<file path="src/rtl/xbus_strobe_seq.sv">
module xbus_strobe_seq #(
  parameter int ADDR_W = 16,
  parameter logic [ADDR_W-1:0] INT_LIMIT = 16'h8000
) (
  input  logic              clk,
  input  logic              rst,
  input  logic              x2_mode,
  input  logic              ext_code_en,
  input  logic              ale_disable,
  input  logic [1:0]        req_kind,
  input  logic [ADDR_W-1:0] req_addr,
  input  logic              req_wide,
  input  logic [ADDR_W-9:0] p2_latch,
  input  logic [7:0]        wr_byte,
  input  logic [7:0]        p0_in,
  output logic              cycle_start,
  output logic              ale,
  output logic              psen_n,
  output logic              rd_n,
  output logic              wr_n,
  output logic [7:0]        p0_out,
  output logic              p0_oe,
  output logic [ADDR_W-9:0] p2_out,
  output logic [7:0]        rd_byte
);
  localparam logic [1:0] K_IDLE = 2'd0, K_FETCH = 2'd1, K_READ = 2'd2, K_WRITE = 2'd3;
  localparam logic [3:0] LAST_PH = 4'd11;

  logic [3:0]        ph;
  logic              c_x2, c_ea, c_aoff, c_wide;
  logic [1:0]        c_kind;
  logic [ADDR_W-1:0] c_addr;
  logic [7:0]        c_wd;

  logic [3:0]        step, hp;
  logic              wrap, half2;
  logic              is_fetch, int_fetch, ext_fetch, is_data, is_rd, is_wr, dwin;
  logic [ADDR_W-1:0] fa;

  assign step  = c_x2 ? 4'd2 : 4'd1;
  assign wrap  = ph >= (LAST_PH + 4'd1 - step);
  assign half2 = ph >= 4'd6;
  assign hp    = half2 ? ph - 4'd6 : ph;

  always_ff @(posedge clk) begin
    if (rst) begin
      ph     <= '0;
      c_x2   <= 1'b0;
      c_ea   <= 1'b0;
      c_aoff <= 1'b0;
      c_wide <= 1'b0;
      c_kind <= K_IDLE;
      c_addr <= '0;
      c_wd   <= '0;
    end else if (wrap) begin
      ph     <= '0;
      c_x2   <= x2_mode;
      c_ea   <= ext_code_en;
      c_aoff <= ale_disable;
      c_wide <= req_wide;
      c_kind <= req_kind;
      c_addr <= req_addr;
      c_wd   <= wr_byte;
    end else begin
      ph <= ph + step;
    end
  end

  always_ff @(posedge clk) begin
    if (rst)
      rd_byte <= '0;
    else if (is_rd && ph == 4'd10)
      rd_byte <= p0_in;
  end

  assign is_fetch  = c_kind == K_FETCH;
  assign int_fetch = is_fetch && c_ea && (c_addr < INT_LIMIT);
  assign ext_fetch = is_fetch && !int_fetch;
  assign is_rd     = c_kind == K_READ;
  assign is_wr     = c_kind == K_WRITE;
  assign is_data   = is_rd || is_wr;
  assign dwin      = is_data && ph >= 4'd3 && ph <= 4'd10;
  assign fa        = half2 ? c_addr + ADDR_W'(1) : c_addr;

  assign cycle_start = ph == 4'd0;

  assign ale = (hp < 4'd2) &&
               (ext_fetch || (int_fetch && !c_aoff) || (is_data && !half2));

  assign psen_n = !(ext_fetch && hp >= 4'd3);
  assign rd_n   = !(dwin && is_rd);
  assign wr_n   = !(dwin && is_wr);

  always_comb begin
    p0_oe  = 1'b0;
    p0_out = 8'h00;
    if (ext_fetch && hp < 4'd3) begin
      p0_oe  = 1'b1;
      p0_out = fa[7:0];
    end else if (is_data && ph < 4'd3) begin
      p0_oe  = 1'b1;
      p0_out = c_addr[7:0];
    end else if (is_wr) begin
      p0_oe  = 1'b1;
      p0_out = c_wd;
    end
  end

  always_comb begin
    if (ext_fetch)
      p2_out = fa[ADDR_W-1:8];
    else if (is_data && c_wide)
      p2_out = c_addr[ADDR_W-1:8];
    else
      p2_out = p2_latch;
  end
endmodule

</file>
<file path="config.mk">
export PLATFORM = sky130hd
export DESIGN_NAME = xbus_strobe_seq
export DESIGN_NICKNAME = d
export VERILOG_FILES = /design/src/rtl/xbus_strobe_seq.sv
export SDC_FILE = /design/constraint.sdc
export NUM_CORES = 1
export LEC_CHECK = 0
export BUFFER_PORTS_ARGS = -buffer_cell sky130_fd_sc_hd__buf_2
export CORE_ASPECT_RATIO = 0.8
export CORE_MARGIN = 2
export CORE_UTILIZATION = 45
export DETAILED_ROUTE_END_ITERATION = 8
export PLACE_DENSITY = 0.78
export REMOVE_ABC_BUFFERS = 1
export SETUP_SLACK_MARGIN = 0.15
export SLEW_MARGIN = 20
export SYNTH_ARGS = -nofsm -noshare
export SYNTH_HDL_FRONTEND = slang
export SYNTH_SLANG_ARGS = --single-unit
</file>
<file path="constraint.sdc">
create_clock -name clk -period 1.8 [get_ports clk]
set_input_delay 0.36 -clock clk [delete_from_list [all_inputs] [get_ports clk]]
set_output_delay 0.36 -clock clk [all_outputs]
set_load 0.05 [all_outputs]
</file>
==> run metrics <==
final WL=8892 um; Layout Skew=0.005870 ns; CP top delay family=simple AND/OR/NAND/NOR gates; Period Utilization, post-route=136.7%; WL/cell=between 15 and 20 um; slowest cell delay on critical path=around 0.40 ns; crit-path max FO=4; Post-synth ARST share=0%; max-cap viol count=0; final worst setup slack=-0.6608 ns; sequential area share after synthesis=between 30% and 40%; CP endpoint kind=output pin; Site Rows=23; initial antenna violation count=0; dpl ws=-0.3405 ns; Hold/Removal Path Class=primary input to flip-flop; Synth Cell Area=about 0.0023 mm^2; critical path type=flip-flop to output pin; VDD IR-drop max=between 0.4 and 0.5 mV; final hold vios=0; DR pass1 iterations=4; top cells by area, synth=dfxtp_1 (37%), nand2_1 (12%), a21oi_1 (8.5%); fraction of layout cells with a size suffix above 1=51.26%; Mapped Cells=between 300 and 400; chip width=83.64 um; DRC viols=0; Cell Pwr Density=518.3 mW/mm^2; gr ovfl total=0; placed cell area=about 0.003 mm^2; final instance area=about 0.0039 mm^2; Least-Margin Pin Slew=approximately 0.5 ns; startpoint type of the worst setup path=flip-flop; crit path cell chain=buf_6 > buf_6 > a21o_4 > and3_4 > nand4_1 > or3_1 > o211ai_1 > buf_4; dominant synthesized flop cell=dfxtp_1; count of final setup violators=52; Inst Count DP=470; post-synth top area cell=dfxtp_1; outcome=finished, violations left; Max Freq=roughly 410 MHz; Bufs and invs on worst path=3; Placer Congestion=0.8516; Port Buffers=just under 80; number of CTS-inserted buffers=5; # clock sinks=42; CTS tree=done; die span in y=a little under 70 um; top cell type's share of synthesized area=36.82%; min cycle time layout=roughly 2.5 ns; initial DRC count=about 240; clock transition at the registers of the reported paths=approximately 0.08 ns; Final Net Count=489; failing checks=negative setup slack; Commonest cells post-synth=nand2_1 (74), dfxtp_1 (42), a21oi_1 (39), nor2_1 (23), o21ai_0 (10); Yosys reg bits=42; Slew Limit Headroom=between 60% and 70%; vias post-DR=about 2800; first-pass GRT wire length=roughly 12000 um; RSZ-0062 raised after global routing=true; hpwl dp=about 4800 um; CTS Root Cell=clkbuf_8; yosys warns=0; Post-synth EDFFs=0; vias in the first global route=~2600; clk_lat worst skew=0.30 ns; Area growth, synth to finish=71.45%; Leakage=0.001691 uW; TNS Setup=-11.66 ns; Hold Slack=0.2867 ns; syn avg cell area=between 7 and 8 um^2; H-tree levels=2; largest net degree at the start of global routing=26; CTS max path bufs=2; die area=roughly 0.0057 mm^2; post-synth cell types=45; Total GRT Usage=about 28%; Starting Density=between 40 and 50%; Final Max Slew Viols=0; ANT cells=0; via/cell ratio=5.643; Layout Cells excl Fill=roughly 500; post-route antenna net violation count=0; # IOs=78; core area=between 0.004 and 0.005 mm^2; CP max stage cell=dfxtp_4; Critical Path AT=around 2.1 ns; most frequent cell after synthesis=nand2_1; data required time of the critical path=1.44 ns; Critical Path Most Common Cell=buf_6
-- power breakdown --
group          switching [uW]  internal [uW]
clock                     333            414
combinational             177            160
sequential               11.2            934
total                     521           1510
-- routing by layer --
| layer | GRT usage [%] | wire length (um) |
|---|---|---|
| met5 | 0 | 0 |
| met4 | 12.10 | 384 |
| met3 | 6.724 | 678 |
| met2 | 46.40 | 4141 |
| met1 | 34.03 | 3687 |
-- what timing repair did --
action	in CTS	in global routing
cloned	1	1
setup endpoints to repair	56	56
hold buffers	0	0
resized for setup	108	52
buffers inserted	9	10
pin swaps	21	16
-- placed cells by master (no fill, tap or decap), types with 5 or more instances in the layout --
cell type / synthesis / routed
a21oi_1: 39 / 23
a21oi_2: 0 / 14
buf_2: 9 / 55
buf_4: 0 / 42
buf_6: 0 / 38
clkbuf_8: 0 / 5
dfxtp_1: 42 / 36
inv_1: 9 / 9
mux2i_1: 8 / 8
nand2_1: 74 / 69
nor2_1: 23 / 18
nor3_2: 1 / 6
o21ai_2: 0 / 5
-- final cells by class --
| cell class | instances | area, um^2 |
|---|---|---|
| clock buffers | 6 | 72.57 |
| clock inverters | 2 | 37.54 |
| fillers | 308 | 1035 |
| inverters | 9 | 33.78 |
| multi-input cells | 236 | 1677 |
| flip-flops and latches | 42 | 855.8 |
| well taps | 62 | 77.57 |
| repair buffers | 142 | 1161 |
-- tightest hold or removal path, delay by kind of cell --
family,cells,cell delay [ns]
buf+inv,1,0.07
mux,1,0.05
simple gates,1,0.07
-- kinds of logic (layout without fill, tap and decap cells) --
kind of cell               after synthesis  in the layout  share of synthesized area [%]
xor gates and xnor gates                 4              4                          1.535
AOI/OAI and AO/OA                       74             74                          19.62
muxes                                    8              8                          3.507
and+or+nand+nor                        145            145                          30.36
DFF                                     42             42                          36.82
buffers and inverters                   28            159                          5.095
adders and majority gates                5              5                          3.069
-- worst paths after layout --
path / from / endpoint / slack [ns] / depth (start not counted)
hold reg to reg: c_wd[3] / c_wd[3] / 0.46 / 2
setup reg to reg: ph[0] / c_addr[5] / -0.12 / 10
hold / removal: p0_in[6] / rd_byte[6] / 0.29 / 3
setup / recovery: ph[2] / p0_out[6] / -0.66 / 8
-- stage by stage --
step	utilization [%]	total power [uW]
after CTS	72.02	1967
after detailed placement	60.82	1179
after global routing	79.10	2103
after global placement	60.82	1172
after floorplan	-	1069
final	79.10	2029
-- sequential cells by signal, indices dropped and copies added, names as in the netlist --
name	count
rd_byte	8
ph	4
c_kind	2
c_wide	1
c_x2	1
c_ea	1
c_aoff	1
c_addr	16
c_wd	8
No activity file was read; power rests on OpenSTA's default activity.
